$ cat config.mk
export PLATFORM = sky130hd
export DESIGN_NAME = dbl_to_word_cvt
export DESIGN_NICKNAME = d
export VERILOG_FILES = /design/src/rtl/cvt_pkg.sv /design/src/rtl/cvt_classify.sv /design/src/rtl/cvt_align.sv /design/src/rtl/cvt_round.sv /design/src/rtl/dbl_to_word_cvt.sv
export SDC_FILE = /design/constraint.sdc
export NUM_CORES = 1
export LEC_CHECK = 0
export CAP_MARGIN = 20
export CORE_MARGIN = 10
export CORE_UTILIZATION = 45
export DETAILED_ROUTE_END_ITERATION = 8
export PLACE_DENSITY = 0.71
export SLEW_MARGIN = 20
export SYNTH_ARGS = -nofsm -noshare
export SYNTH_HDL_FRONTEND = slang
export SYNTH_SLANG_ARGS = --single-unit
$ cat constraint.sdc
create_clock -name clk -period 1.18 [get_ports clk]
set_clock_uncertainty 0.15 [all_clocks]
set_input_delay 0.236 -clock clk [delete_from_list [all_inputs] [get_ports clk]]
set_output_delay 0.236 -clock clk [all_outputs]
set_load 0.03 [all_outputs]
$ cat src/rtl/cvt_pkg.sv
package cvt_pkg;

  typedef enum logic [1:0] {
    RND_NEAREST = 2'd0,
    RND_ZERO    = 2'd1,
    RND_UP      = 2'd2,
    RND_DOWN    = 2'd3
  } rnd_e;

  typedef struct packed {
    logic sign;
    logic is_nan;
    logic is_snan;
    logic is_inf;
    logic is_zero;
    logic is_sub;
    logic is_norm;
  } opclass_t;

  // Effective rounding direction: truncation overrides the field.
  function automatic rnd_e pick_mode(input logic [1:0] field, input logic trunc);
    return trunc ? RND_ZERO : rnd_e'(field);
  endfunction

  // Decide whether the truncated magnitude must be incremented.
  function automatic logic round_up(input rnd_e mode, input logic sign,
                                    input logic lsb, input logic rbit,
                                    input logic sticky);
    logic lost;
    lost = rbit | sticky;
    unique case (mode)
      RND_NEAREST: return rbit & (sticky | lsb);
      RND_ZERO:    return 1'b0;
      RND_UP:      return lost & ~sign;
      RND_DOWN:    return lost & sign;
      default:     return 1'b0;
    endcase
  endfunction

endpackage

$ cat src/rtl/cvt_classify.sv
module cvt_classify
  import cvt_pkg::*;
#(
  parameter int EXPW = 11,
  parameter int MANW = 52
) (
  input  logic [EXPW+MANW:0] op,
  output opclass_t           cls,
  output logic [EXPW-1:0]    exp_f,
  output logic [MANW-1:0]    man_f
);
  logic exp_max, exp_min, man_nz;

  assign exp_f   = op[EXPW+MANW-1:MANW];
  assign man_f   = op[MANW-1:0];
  assign exp_max = &exp_f;
  assign exp_min = ~|exp_f;
  assign man_nz  = |man_f;

  always_comb begin
    cls.sign    = op[EXPW+MANW];
    cls.is_nan  = exp_max & man_nz;
    cls.is_snan = exp_max & man_nz & ~man_f[MANW-1];
    cls.is_inf  = exp_max & ~man_nz;
    cls.is_zero = exp_min & ~man_nz;
    cls.is_sub  = exp_min & man_nz;
    cls.is_norm = ~exp_max & ~exp_min;
  end
endmodule

$ cat src/rtl/cvt_align.sv
module cvt_align #(
  parameter int EXPW = 11,
  parameter int MANW = 52,
  parameter int IW   = 32
) (
  input  logic            norm,
  input  logic            sub,
  input  logic [EXPW-1:0] exp_f,
  input  logic [MANW-1:0] man_f,
  output logic [IW:0]     int_mag,
  output logic            rbit,
  output logic            sticky,
  output logic            huge
);
  localparam int BIAS = (1 << (EXPW - 1)) - 1;
  localparam int SIGW = MANW + 1;
  localparam int WW   = SIGW + 2;
  localparam logic [WW-1:0] ONE_WW = {{(WW-1){1'b0}}, 1'b1};

  int             ue;
  int             sh;
  logic [WW-1:0]  sig_w;
  logic [WW-1:0]  shifted;
  logic [WW-1:0]  lowmask;

  always_comb begin
    ue      = int'(exp_f) - BIAS;
    sh      = MANW - ue;
    sig_w   = {2'b00, 1'b1, man_f};
    shifted = '0;
    lowmask = '0;
    int_mag = '0;
    rbit    = 1'b0;
    sticky  = 1'b0;
    huge    = 1'b0;
    if (sub) begin
      sticky = |man_f;
    end else if (norm) begin
      if (ue > IW) begin
        huge = 1'b1;
      end else if (ue < -1) begin
        sticky = 1'b1;
      end else begin
        shifted = sig_w >> sh;
        int_mag = shifted[IW:0];
        shifted = sig_w >> (sh - 1);
        rbit    = shifted[0];
        lowmask = (ONE_WW << (sh - 1)) - ONE_WW;
        sticky  = |(sig_w & lowmask);
      end
    end
  end
endmodule

$ cat src/rtl/cvt_round.sv
module cvt_round
  import cvt_pkg::*;
#(
  parameter int IW = 32
) (
  input  rnd_e          mode,
  input  logic          sign,
  input  logic          huge,
  input  logic [IW:0]   mag,
  input  logic          rbit,
  input  logic          sticky,
  output logic [IW-1:0] word,
  output logic          ovf,
  output logic          inexact,
  output logic          rndup
);
  localparam logic [IW+1:0] POS_MAX = {3'b000, {(IW-1){1'b1}}};
  localparam logic [IW+1:0] NEG_MAX = {3'b001, {(IW-1){1'b0}}};
  localparam logic [IW-1:0] ONE_W   = {{(IW-1){1'b0}}, 1'b1};

  logic [IW+1:0] mag_r;

  always_comb begin
    rndup   = round_up(mode, sign, mag[0], rbit, sticky);
    inexact = rbit | sticky;
    mag_r   = {1'b0, mag} + {{(IW+1){1'b0}}, rndup};
    ovf     = huge | (sign ? (mag_r > NEG_MAX) : (mag_r > POS_MAX));
    word    = sign ? (~mag_r[IW-1:0] + ONE_W) : mag_r[IW-1:0];
  end
endmodule

$ cat src/rtl/dbl_to_word_cvt.sv
module dbl_to_word_cvt
  import cvt_pkg::*;
#(
  parameter int DW   = 64,
  parameter int EXPW = 11,
  parameter int IW   = 32,
  parameter logic [DW-IW-1:0] UPPER_TAG = 32'hFFF80000
) (
  input  logic          clk,
  input  logic          rst_n,
  input  logic          in_valid,
  input  logic [DW-1:0] op_bits,
  input  logic [1:0]    rnd_mode,
  input  logic          force_trunc,
  input  logic          inv_en,
  output logic          out_valid,
  output logic [DW-1:0] dest_bits,
  output logic          dest_we,
  output logic          flag_vxcvi,
  output logic          flag_vxsnan,
  output logic          flag_vx,
  output logic          flag_fex,
  output logic          flag_fr,
  output logic          flag_fi,
  output logic          exc_req
);
  localparam int MANW = DW - 1 - EXPW;
  localparam logic [IW-1:0] POS_SAT = {1'b0, {(IW-1){1'b1}}};
  localparam logic [IW-1:0] NEG_SAT = {1'b1, {(IW-1){1'b0}}};

  opclass_t        cls;
  logic [EXPW-1:0] exp_f;
  logic [MANW-1:0] man_f;
  logic [IW:0]     int_mag;
  logic            rbit, sticky, huge;
  rnd_e            eff_mode;
  logic [IW-1:0]   word;
  logic            rnd_ovf, rnd_inexact, rnd_up;

  // Named internal events, observed by the bound checker.
  logic            ev_nan, ev_snan, ev_ovf, ev_invalid, ev_trap;
  logic [DW-1:0]   next_dest;

  cvt_classify #(.EXPW(EXPW), .MANW(MANW)) u_cls (
    .op    (op_bits),
    .cls   (cls),
    .exp_f (exp_f),
    .man_f (man_f)
  );

  cvt_align #(.EXPW(EXPW), .MANW(MANW), .IW(IW)) u_aln (
    .norm    (cls.is_norm),
    .sub     (cls.is_sub),
    .exp_f   (exp_f),
    .man_f   (man_f),
    .int_mag (int_mag),
    .rbit    (rbit),
    .sticky  (sticky),
    .huge    (huge)
  );

  assign eff_mode = pick_mode(rnd_mode, force_trunc);

  cvt_round #(.IW(IW)) u_rnd (
    .mode    (eff_mode),
    .sign    (cls.sign),
    .huge    (huge),
    .mag     (int_mag),
    .rbit    (rbit),
    .sticky  (sticky),
    .word    (word),
    .ovf     (rnd_ovf),
    .inexact (rnd_inexact),
    .rndup   (rnd_up)
  );

  assign ev_nan     = cls.is_nan;
  assign ev_snan    = cls.is_snan;
  assign ev_ovf     = cls.is_inf | (~cls.is_nan & rnd_ovf);
  assign ev_invalid = ev_nan | ev_ovf;
  assign ev_trap    = ev_invalid & inv_en;

  always_comb begin
    if (ev_nan)      next_dest = {UPPER_TAG, NEG_SAT};
    else if (ev_ovf) next_dest = {UPPER_TAG, cls.sign ? NEG_SAT : POS_SAT};
    else             next_dest = {UPPER_TAG, word};
  end

  always_ff @(posedge clk or negedge rst_n) begin
    if (!rst_n) begin
      out_valid   <= 1'b0;
      dest_bits   <= '0;
      dest_we     <= 1'b0;
      flag_vxcvi  <= 1'b0;
      flag_vxsnan <= 1'b0;
      flag_vx     <= 1'b0;
      flag_fex    <= 1'b0;
      flag_fr     <= 1'b0;
      flag_fi     <= 1'b0;
      exc_req     <= 1'b0;
    end else begin
      out_valid <= in_valid;
      dest_we   <= in_valid & ~ev_trap;
      exc_req   <= in_valid & ev_trap;
      if (in_valid) begin
        flag_vxcvi  <= ev_invalid;
        flag_vx     <= ev_invalid;
        flag_vxsnan <= ev_snan;
        flag_fex    <= ev_trap;
        flag_fr     <= ~ev_invalid & rnd_up;
        flag_fi     <= ~ev_invalid & rnd_inexact;
        if (!ev_trap) dest_bits <= next_dest;
      end
    end
  end
endmodule

==> results.md, run 1 <==
* Worst_ep kind: sequential cell input
* Stage reached: global routing
* Register bit total from synthesis at ~40
* # IOs at 144
* Synth cell types at between 100 and 150
* Grt ovf at 12
* Die width at ~200 µm
* CTS root buffer: clkbuf_16
* Synthesized area at between 0.01 and 0.015 mm²
* Overall die height at 197 µm
* H-tree depth at 2
* Error msg: [ERROR GRT-0232] Routing congestion too high. Check the congestion heatmap in the GUI.
* Status: stopped before the end
* Post-synth EDFFs at 0
* Total GRT Usage at between 60% and 70%
* Routability cong. at between 1 and 1.5
* Post-synth top area share at between 7 and 8%
* Pin count of the biggest net entering global routing at 56
* Standard-cell rows at 64
* Share of the yosys chip area belonging to registers at between 7 and 8%
* Clk buf depth at 2
* Total CTS buffers at 5
* Number of cells produced by synthesis at between 2,000 and 2,500
* Yosys warnings at 0
* Mean Syn Cell Area at ~7.1 µm²
* Sink Count at just over 40
* IO buf count at between 100 and 150
* Dominant cells by area after synthesis: dfrtp_1, mux4_2, nor2_1
* Top_reg_cell synth: dfrtp_1
* Starting Density at 46.0%
* Fraction of registers with async set/reset at 100%
* Worst Endpoint after GRT Repair: dest_bits[29]$_DFFE_PN0P_/D
* Biggest area consumer among synthesized cells: dfrtp_1
* DP Wirelength at between 60,000 and 70,000 µm
cell usage after synthesis, drive strengths merged (11+ instances only):
cell / n
a2111oi: 15
a211oi: 35
a21o: 16
a21oi: 107
a22oi: 19
a311oi: 11
a31oi: 36
a32oi: 11
and2: 27
and3: 33
buf: 110
clkbuf: 92
dfrtp: 41
ha: 14
inv: 37
mux2: 28
mux2i: 63
mux4: 43
nand2: 180
nand2b: 23
nand3: 87
nand4: 56
nor2: 224
nor3: 101
nor3b: 12
nor4: 61
o211ai: 23
o21a: 17
o21ai: 95
o22ai: 17
o2bb2ai: 28
o31ai: 22
or2: 14
or3: 21
or4: 17
xnor2: 62
xor2: 23
per-stage QoR:
| step | cells | utilization [%] | TNS [ns] | setup WS, ns | instance area (µm²) |
|---|---|---|---|---|---|
| floorplan | 2020 | - | -295.42 | -7.67 | 14500 |
| global placement | 3134 | 68.6 | -323.99 | -8.33 | 21200 |
| detailed placement | 3134 | 68.6 | -330.87 | -8.54 | 21200 |
| CTS | 3217 | 73.1 | -290.68 | -7.40 | 22500 |
logic make-up after synthesis:
family | after synthesis | synth area share (%)
DFF | 41 | 7.24
adders and majority gates | 14 | 1.24
buffers and inverters | 239 | 8.10
other | 1 | 0.0265
and+or+nand+nor | 900 | 33.0
xor gates and xnor gates | 87 | 5.71
muxes | 134 | 13.5
AOI/OAI and AO/OA | 586 | 31.2
timing repair:
action	in CTS
resized for setup	213
pin swaps	50
endpoints found under the setup margin	94
endpoints found under the hold margin	41
hold buffers	1
buffers inserted	74
routing by layer:
layer	GRT overflow	track usage, %
met5	0	28.7
met1	0	63.6
met2	4	78.3
met3	0	52.8
met4	8	54.3
==> run 2, diff against run 1 <==
Settings changed: CORE_UTILIZATION 45 to 30, PLACE_DENSITY 0.71 to unset, PLACE_DENSITY_LB_ADDON set to 0.15.
==> run 2 against run 1 <==
The flow now finishes, with violations (setup timing); synthesized cell count unchanged; area after synthesis is the same.
==> results.md, run 2 <==
* Routability cong. at 1.02 (-9.3%)
* Pins Over Slew Limit at 0
* P_leak at roughly 10 nW
* Clk Latency, worst-skew pair at about 0.29 ns
* IO buf count at 124 (unchanged)
* # DRC at 0
* Crit path from: op_bits[53]
* Antenna Violating Nets Remaining at 0
* Die width at 237 µm (+20%)
* Clk buf depth at 2 (unchanged)
* Dpl cell area at 0.0220 mm² (+4.2%)
* Number of cells produced by synthesis at 2,002 (unchanged)
* Worst hold path class: primary input to asynchronous set/reset pin
* Switching share of power at between 40% and 50%
* # IOs at 144 (unchanged)
* CTS root buffer: clkbuf_16
* Grt ovf at 0
* Final hold vios at 0
* Die ar. at approximately 0.056 mm²
* Clock Pin Slew Worst Setup and Hold Paths at 0.06 ns
* Max IR drop VDD at 0.638 mV
* Drt wl/cell at 25.7 µm
* Crit path capture type: register
* Net Sw Power at between 7 and 8 mW
* Path type of the worst setup path: primary input to register
* Pin count of the biggest net entering global routing at between 50 and 60
* Total GRT Usage at 30.4%
* Period utilization at 761%
* CP startpoint kind: primary input
* Final WL at 90,200 µm
* Register bit total from synthesis at 41 (unchanged)
* Post-synth EDFFs at 0 (unchanged)
* Max frequency at 111 MHz
* Final WS setup at -7.80 ns
* Biggest area consumer among synthesized cells: dfrtp_1
* Mean Syn Cell Area at 7.08 µm² (unchanged)
* WP data required at between 1 and 1.5 ns
* Final nets at approximately 3,000
* Area grow syn2layout at 70.6%
* Final instance area at roughly 0.024 mm²
* Drt via density at approximately 6.0
* Post-Layout Cell Count at 3,517
* Vias in the first global route at about 21,000
* Reg2reg start: dest_bits[0]
* Data arrival time of the worst path at about 9 ns
* Drt initial violations at ~2,100
* Overall die height at 237 µm (+20%)
* Core Area at 0.0467 mm²
* H-tree depth at 2 (unchanged)
* Post-synth top area share at 7.24% (unchanged)
* Via count at ~21,000
* Max stage delay cell, worst path: a222oi_1
* Share of layout cells above drive strength 1 at between 40% and 50%
* DP Wirelength at 72,700 µm (+8.9%)
* Top_reg_cell synth: dfrtp_1
* Antenna violations before repair at 0
* First-pass GRT wire length at between 100,000 and 150,000 µm
* Max FFs per register at 33
* P per Cell Area at 654 mW/mm²
* Clk pwr share at under 10%
* Sequential power share at between 10% and 20%
* Standard-cell rows at 79 (+23%)
* Dominant cells by area after synthesis: dfrtp_1, mux4_2, nor2_1
* Critical Path Max Stage Delay at around 0.56 ns
* Hold_ws at 0.311 ns
* ANT cells at 0
* Commonest non-fill, non-tap cell in the layout: buf_4
* Status: complete, but fails checks
* Max-Cap Viols at 0
* Setup WS pre-CTS at -8.73 ns (-0.186 ns)
* Minimum clock period at between 8 and 9 ns
* Critical Path Fanout Max at 15
* Synth cell types at 116 (unchanged)
* Slew headroom at between 40% and 50%
* Fraction of registers with async set/reset at 100% (unchanged)
* Yosys warnings at 0 (unchanged)
* Count leader, synth: nor2_1
* Dpl cells at 3,420 (+9.1%)
* Share of the yosys chip area belonging to registers at 7.24% (unchanged)
* Comb power frac at 80.1%
* Cell repeated most along the worst path: buf_12
* Synthesized area at 0.0142 mm² (unchanged)
* Internal power at between 8 and 9 mW
* Biggest register: dest_bits
* Failing checks: setup timing
* Sink Count at 41 (unchanged)
* Final setup viols at 94
* TritonCTS clock tree: built
* Starting Density at 30.4% (-16 points)
* Commonest cells after routing, fill and taps aside: buf_4, nor2_1, nand2_1, buf_6, a21oi_1
* Core Util, Final at between 50 and 60%
* Commonest cells post-synth: nor2_1, nand2_1, a21oi_1
* Total CTS buffers at 5 (unchanged)
* DR pass1 iterations at 6
* RSZ-0062 raised after global routing: yes
* Slew of the pin with the lowest slew margin at between 0.8 and 0.9 ns
## run 2: cell counts after synthesis
No cell type changed its count.
## run 2: power groups by stage
stage / clock (mW) / sequential, mW / combinational [mW]
floorplan: 0 / 2.06 / 5.07
global placement: 0 / 1.74 / 11.3
detailed placement: 0 / 1.74 / 11.4
CTS: 1.42 / 1.72 / 12.0
global route: 1.50 / 1.74 / 13.2
finish: 1.43 / 1.72 / 12.7
## run 2: path summary, 6_finish.rpt
path | cells past startpoint | slack [ns] | end
worst max-delay path | 40 | -7.80 | dest_bits[11]
worst min-delay path | 3 | 0.31 | dest_bits[10]
worst max register to register | 2 | 0.12 | dest_bits[0]
worst min register to register | 1 | 0.38 | flag_vxsnan
max in group asynchronous | 3 | 0.34 | dest_bits[62]
min in group clk | 1 | 0.38 | flag_vxsnan
## run 2: cells by family after synthesis
logic type	Yosys count	synth area share [%]
AO/OA/AOI/OAI	586	31.2
XOR/XNOR	87	5.71
adder cells (fa/ha/maj)	14	1.24
buffers and inverters	239	8.10
flip-flops	41	7.24
multiplexers	134	13.5
other	1	0.0265
AND/OR/NAND/NOR	900	33.0
## run 2: through the flow
step	TNS [ns]	total power, mW
after floorplan	-295.42	7.13
after global placement	-335.99	13.1
after detailed placement	-339.58	13.1
after CTS	-304.05	15.2
after global routing	-316.49	16.4
final	-305.60	15.8
## run 2: repair_timing
| item | 4_1_cts | 5_1_grt |
|---|---|---|
| setup endpoints to repair | 94 | 94 |
| setup buffers | 70 | 26 |
| gates cloned | 2 | 2 |
| endpoints found under the hold margin | 41 | 0 |
| resized for setup | 265 | 95 |
| hold buffers | 1 | 0 |
| pin swaps | 47 | 45 |
## run 2: final cells by class
cell class	count	area, µm²
clock buffer	6	139
clock inverter	2	13.8
fill	4584	22500
inverter	37	139
multi-input combinational	1740	13200
sequential	41	1030
tap	607	759
timing repair buffer	1084	8930
## run 2: critical path: cells and delay by family
kind | cells | cell delay (ns)
buffers and inverters | 10 | 1.38
adders and majority gates | 4 | 0.90
muxes | 1 | 0.18
and+or+nand+nor | 11 | 2.63
AOI/OAI and AO/OA | 14 | 3.59
## run 2: metal layers
metal  vias to the layer above  GRT usage [%]  share of wire (%)
met5                         -              0                  0
met2                      1059           50.7                 46
li1                       9497              -                  -
met4                         0           13.4                5.2
met3                       210           5.00                7.7
met1                     10200           37.9                 41
(Power assumes the default switching activity.)
==> run 3, diff against run 2 <==
Settings changed: SYNTH_HIERARCHICAL set to 1.
==> run 3 against run 2 <==
The run still ends with setup timing left; register-to-register slack worse by 0.03 ns; clock power down 8%; utilization fell by 3.6 points; maximum frequency increased by 7.5%; via count decreased by 31%; critical endpoint is now dest_bits[16]; critical path depth is 7 higher; largest power group unchanged; sequential cell count unchanged; global-route usage is 8.4 points lower; area after synthesis decreased by 21%; critical path type unchanged; sequential power about the same.
==> results.md, run 3 <==
* Clk buf depth at 2 (unchanged)
* Final WS setup at -7.17 ns (+0.629 ns)
* RSZ-0062 raised after global routing: yes
* Slew of the pin with the lowest slew margin at 0.924 ns (+0.115 ns)
* Drt wl/cell at 20.1 µm (-22%)
* Biggest register: dest_bits
* IO buf count at 124 (unchanged)
* Slew headroom at 38.4% (-7.1 points)
* P per Cell Area at 644 mW/mm² (-1.6%)
* TritonCTS clock tree: built
* Setup WS pre-CTS at -8.03 ns (+0.694 ns)
* Clock Pin Slew Worst Setup and Hold Paths at 0.06 ns (about the same)
* H-tree depth at 2 (unchanged)
* Via count at 14,400 (-31%)
* Minimum clock period at 8.35 ns (-0.629 ns)
* Antenna Violating Nets Remaining at 0 (unchanged)
* Reg-to-reg setup timing slack at 0.09 ns (-0.03 ns)
* Total GRT Usage at 22.0% (-8.4 points)
* Reg2reg end: flag_vx
* Standard-cell rows at 70 (-11%)
* Starting Density at 30.6% (+0.24 points)
* Worst r2r path cells at 2 (unchanged)
* # DRC at 0 (unchanged)
* Crit path capture type: register
* Data arrival time of the worst path at 8.41 ns (-0.60 ns)
* ANT cells at 0 (unchanged)
* Final hold vios at 0 (unchanged)
* Sequential cell area at 0.00103 mm² (unchanged)
* Final nets at 2,221 (-26%)
* Synthesized area at 0.0113 mm² (-21%)
* Antenna violations before repair at 0 (unchanged)
* Total CTS buffers at 5 (unchanged)
* # fillers at 3,654 (-20%)
* Area grow syn2layout at 57.5%
* Die ar. at 0.0457 mm² (-19%)
* Drt initial violations at 1,233 (-42%)
* Hold_ws at 0.308 ns (-0.00275 ns)
* Drt via density at 5.53 (-7.5%)
* Max IR drop VDD at 0.624 mV (-2.2%)
* Sink Count at 41 (unchanged)
* Max-Cap Viols at 0 (unchanged)
* Pin count of the biggest net entering global routing at 86 (+69%)
* Core Util, Final at 48.2% (-3.6 points)
* Number of cells produced by synthesis at 1,614 (-19%)
* Area of the multi-input gates at 0.00983 mm² (-25%)
* Max stage delay cell, worst path: or4_4
* Mean Syn Cell Area at 6.98 µm² (-1.4%)
* Crit path max-delay family: compound AO/OA/AOI/OAI gates
* Cell repeated most along the worst path: buf_6
* Worst hold path class: primary input to asynchronous set/reset pin
* Vias in the first global route at 14,000 (-33%)
* Max FFs per register at 33 (unchanged)
* WP data required at 1.24 ns (+0.03 ns)
* Reg2reg start: flag_vx
* Final WL at 52,300 µm (-42%)
* First-pass GRT wire length at 80,600 µm (-39%)
* WP buf/inv at 8 (-2)
* Yosys warnings at 6 (+6)
* Dpl cells at 2,520 (-26%)
* Path type of the worst setup path: primary input to register
* Failing checks: setup timing
* Commonest non-fill, non-tap cell in the layout: buf_4
* Die width at 214 µm (-9.9%)
* P_leak at 7.54 nW (-28%)
* Grt ovf at 0 (unchanged)
* Core Area at 0.0368 mm² (-21%)
* DP Wirelength at 40,500 µm (-44%)
* Post-Layout Cell Count at 2,606 (-26%)
* Clk Latency, worst-skew pair at 0.28 ns (about the same)
* CP startpoint kind: primary input
* # IOs at 144 (unchanged)
* Period utilization at 708% (-53 points)
* Critical Path Max Stage Delay at 0.44 ns (-0.12 ns)
* Final setup viols at 94 (unchanged)
* Critical Path Fanout Max at 8 (-7)
* Commonest cells after routing, fill and taps aside: buf_4, nor2_1, nand2_1, o21ai_0, a21oi_1
* Overall die height at 214 µm (-9.9%)
* CTS root buffer: clkbuf_16
* Pins Over Slew Limit at 0 (unchanged)
* Max frequency at 120 MHz (+7.5%)
* DR pass1 iterations at 5 (-1)
* Status: complete, but fails checks
* Routability cong. at 1.02 (about the same)
* Share of layout cells above drive strength 1 at 42.5% (-3.3 points)
run 3: metal layers:
| metal | up-vias | wire length (µm) | GRT usage (%) |
|---|---|---|---|
| met1 | 6764 | 22600 | 28.2 |
| met4 | 0 | 2160 | 8.24 |
| met3 | 124 | 3160 | 2.76 |
| met2 | 571 | 24400 | 36.8 |
| met5 | - | 0 | 0 |
| li1 | 6941 | - | - |
run 3: cell type report:
type,instances,area share (%)
Tap cell,468,3.30
Inverter,26,0.564
Clock buffer,8,0.769
Sequential cell,41,5.79
Timing Repair Buffer,724,34.2
Multi-Input combinational cell,1339,55.4
run 3: through the flow:
stage / TNS (ns) / power, mW / cell area, µm²
6_report: -281.34 / 11.4 / 17700
5_1_grt: -296.15 / 12.1 / 17700
4_1_cts: -275.10 / 11.1 / 17300
3_5_place_dp: -313.45 / 9.23 / 16100
3_3_place_gp: -310.26 / 9.26 / 16100
2_1_floorplan: -280.76 / 5.98 / 11700
run 3: worst min-delay path, delay by kind of cell:
kind | cells | cell delay [ns]
buffers and inverters | 3 | 0.88
run 3: repair_timing:
| action | in CTS | in global routing |
|---|---|---|
| pin swaps | 44 | 31 |
| setup endpoints to repair | 94 | 94 |
| cloned | 4 | 0 |
| endpoints found under the hold margin | 41 | 0 |
| resized for setup | 187 | 77 |
| hold buffers | 1 | 0 |
| buffers inserted | 60 | 19 |
run 3: worst max-delay path by stage:
stage,startpoint,end,slack (ns),cells after the start
3_5_place_dp,op_bits[53],dest_bits[21],-8.03,47
6_report,op_bits[55],dest_bits[16],-7.17,47
4_1_cts,op_bits[53],dest_bits[5],-6.99,49
5_1_grt,op_bits[53],dest_bits[16],-7.51,47
3_3_place_gp,op_bits[53],dest_bits[5],-7.94,45
2_1_floorplan,op_bits[53],dest_bits[10],-7.23,50
run 3: where the power goes:
part | switching [mW] | internal [mW] | leakage (nW)
sequential | 0.124 | 1.57 | 0.510
clock | 0.528 | 0.786 | 0.0652
combinational | 4.60 | 3.83 | 6.97
==> run 4, diff against run 3 <==
Clock period 1.18 ns to 10.3 ns, I/O delays scaled along.
==> run 4 against run 3 <==
The flow still finishes with violations (setup timing); power shrank 89%; die area unchanged; global-route usage decreased by 0.73 points; highest routed layer unchanged; worst hold slack improved by 0.041 ns; final area decreased by 14%; utilization fell by 6.7 points; critical endpoint is now dest_bits[15]; sequential cell count did not move; critical path depth is 1 higher; largest power group unchanged; via count decreased by 6.2%; sequential power fell by 88%.
==> results.md, run 4 (synthesized netlist as in run 3, its figures left out) <==
* Status: complete, but fails checks
* Failing checks: setup timing
* Drt via density at 5.82 (+5.4%)
* Hold Buf Count CTS at 0 (-1)
* Period utilization at 102%
* Max FFs per register at 33 (unchanged)
* Busiest layer in global routing: met2
* Max IR drop VDD at 0.0609 mV (-90%)
* Setup WS pre-CTS at -0.892 ns (+7.14 ns)
* Share of layout cells above drive strength 1 at 28.7% (-14 points)
* Die ar. at 0.0457 mm² (unchanged)
* Hold Startpoint: dest_bits[18]
* Worst r2r path cells at 1 (-1)
* Worst hold endpoint: dest_bits[18]
* Vias in the first global route at 12,800 (-8.8%)
* Final instance area at 0.0153 mm² (-14%)
* Biggest register: dest_bits
* Grt ovf at 0 (unchanged)
* Die width at 214 µm (unchanged)
* Final WL at 51,500 µm (-1.7%)
* P_leak at 5.91 nW (-22%)
* Sink Count at 41 (unchanged)
* Max stage delay cell, worst path: or4_4
* Reg2reg start: dest_bits[51]
* Critical Path Max Stage Delay at 0.57 ns (+0.13 ns)
* Max frequency at roughly 96 MHz
* Crit path max-delay family: simple AND/OR/NAND/NOR gates
* Core Area at 0.0368 mm² (unchanged)
* Final nets at 1,934 (-13%)
* M3 GR Usage at 2.45% (-0.31 points)
* Pin count of the biggest net entering global routing at 99 (+15%)
* Critical Path Fanout Max at 7 (-1)
* Total CTS buffers at 5 (unchanged)
* Slew of the pin with the lowest slew margin at 1.07 ns (+0.146 ns)
* IO buf count at 124 (unchanged)
* Minimum clock period at 10.46 ns
* Crit path capture type: register
* Dpl cells at 2,288 (-9.2%)
* DR pass1 iterations at 6 (+1)
* First-pass GRT wire length at 77,400 µm (-4.0%)
* Via count at 13,500 (-6.2%)
* Commonest non-fill, non-tap cell in the layout: buf_4
* Overall die height at 214 µm (unchanged)
* Max-Cap Viols at 0 (unchanged)
* DP Wirelength at 39,600 µm (-2.2%)
* Reg2reg end: dest_bits[51]
* Reg-to-reg setup timing slack at 9.35 ns (+9.26 ns)
* Area grow syn2layout at 35.5%
* Antenna Violating Nets Remaining at 0 (unchanged)
* Total GRT Usage at 21.2% (-0.73 points)
* Path type of the worst setup path: primary input to register
* Starting Density at 30.6% (unchanged)
* Clk Latency, worst-skew pair at 0.28 ns (about the same)
* RSZ-0062 raised after global routing: yes
* Antenna violations before repair at 0 (unchanged)
* Drt initial violations at 1,430 (+16%)
* TritonCTS clock tree: built
* H-tree depth at 2 (unchanged)
* WP data required at 10.36 ns (+9.12 ns)
* Standard-cell rows at 70 (unchanged)
* ANT cells at 0 (unchanged)
* Final hold vios at 0 (unchanged)
* Worst hold path class: register to register
* Slew headroom at 28.0% (-10 points)
* Dpl cell area at 0.0143 mm² (-11%)
* Clk buf depth at 2 (unchanged)
* # IOs at 144 (unchanged)
* # DRC at 0 (unchanged)
* Worst Hold Depth at 1
* Commonest cells after routing, fill and taps aside: buf_4, nor2_1, nand2_1, clkdlybuf4s50_1, o21ai_0
* CTS root buffer: clkbuf_16
* Clock Pin Slew Worst Setup and Hold Paths at 0.06 ns (about the same)
* Routability cong. at 0.992 (-3.2%)
* WP buf/inv at 5 (-3)
* Grt met2 use at 34.4% (-2.4 points)
* P per Cell Area at 79.7 mW/mm² (-88%)
* Data arrival time of the worst path at 10.52 ns (+2.11 ns)
* Final WS setup at -0.159 ns (+7.01 ns)
* Final setup viols at 37 (-61%)
* Post-Layout Cell Count at 2,319 (-11%)
* M1 GR Usage at 28.7% (+0.55 points)
* Drt wl/cell at 22.2 µm (+10%)
* CP startpoint kind: primary input
* Pins Over Slew Limit at 0 (unchanged)
-- run 4: cell types whose count changed in the layout (fill, tap and decap cells not counted), moves of 5 or more --
| cell | previous run | this run |
|---|---|---|
| buf_4 | 564 | 297 |
| clkdlybuf4s50_1 | 36 | 112 |
| buf_6 | 76 | 8 |
| dlygate4sd2_1 | 12 | 0 |
| nor4_1 | 21 | 33 |
| nor4_2 | 16 | 6 |
| buf_12 | 14 | 5 |
| a21oi_1 | 95 | 100 |
| a21oi_2 | 10 | 5 |
| o2bb2ai_2 | 22 | 17 |
-- run 4: report_power, final --
part | switching [mW] | total [mW] | internal, mW
combinational | 0.497 | 0.822 | 0.325
sequential | 0.0157 | 0.195 | 0.179
clock | 0.0610 | 0.199 | 0.138
total | 0.573 | 1.22 | 0.643
-- run 4: worst max-delay path by stage --
stage / endpoint / slack, ns / start / cells past startpoint
2_1_floorplan: flag_vx / 0.003 / op_bits[53] / 48
3_3_place_gp: dest_bits[31] / -0.85 / op_bits[56] / 47
3_5_place_dp: dest_bits[31] / -0.89 / op_bits[53] / 47
4_1_cts: dest_bits[18] / 0.007 / op_bits[53] / 46
5_1_grt: dest_bits[20] / -0.65 / op_bits[53] / 48
6_report: dest_bits[15] / -0.16 / op_bits[53] / 48
-- run 4: through the flow --
step | power (mW) | utilization, % | hold WS, ns | setup TNS, ns
2_1_floorplan | 0.681 | - | 0.509 | 0
3_3_place_gp | 0.974 | 38.9 | 0.321 | -31.66
3_5_place_dp | 0.970 | 38.9 | 0.328 | -32.96
4_1_cts | 1.18 | 40.3 | 0.345 | 0
5_1_grt | 1.28 | 41.5 | 0.366 | -22.37
6_report | 1.22 | 41.5 | 0.349 | -3.39
-- run 4: cell type report --
| type | count | area, µm² |
|---|---|---|
| Clock buffer | 5 | 125 |
| Clock inverter | 3 | 65.1 |
| Fill cell | 3848 | 21500 |
| Inverter | 26 | 101 |
| Multi-Input combinational cell | 1339 | 9650 |
| Sequential cell | 41 | 1030 |
| Tap cell | 468 | 586 |
| Timing Repair Buffer | 437 | 3710 |
-- run 4: repair_timing --
action / CTS / global route
pin swaps: 6 / 51
setup endpoints to repair: 39 / 39
gates resized for setup: 40 / 79
gates cloned: 3 / 1
setup buffers: 9 / 11
-- run 4: layer usage --
metal	vias up	part of all wire, %
met4	0	3.1
met1	6402	45
met3	112	7.0
li1	6365	-
met5	-	0
met2	628	45
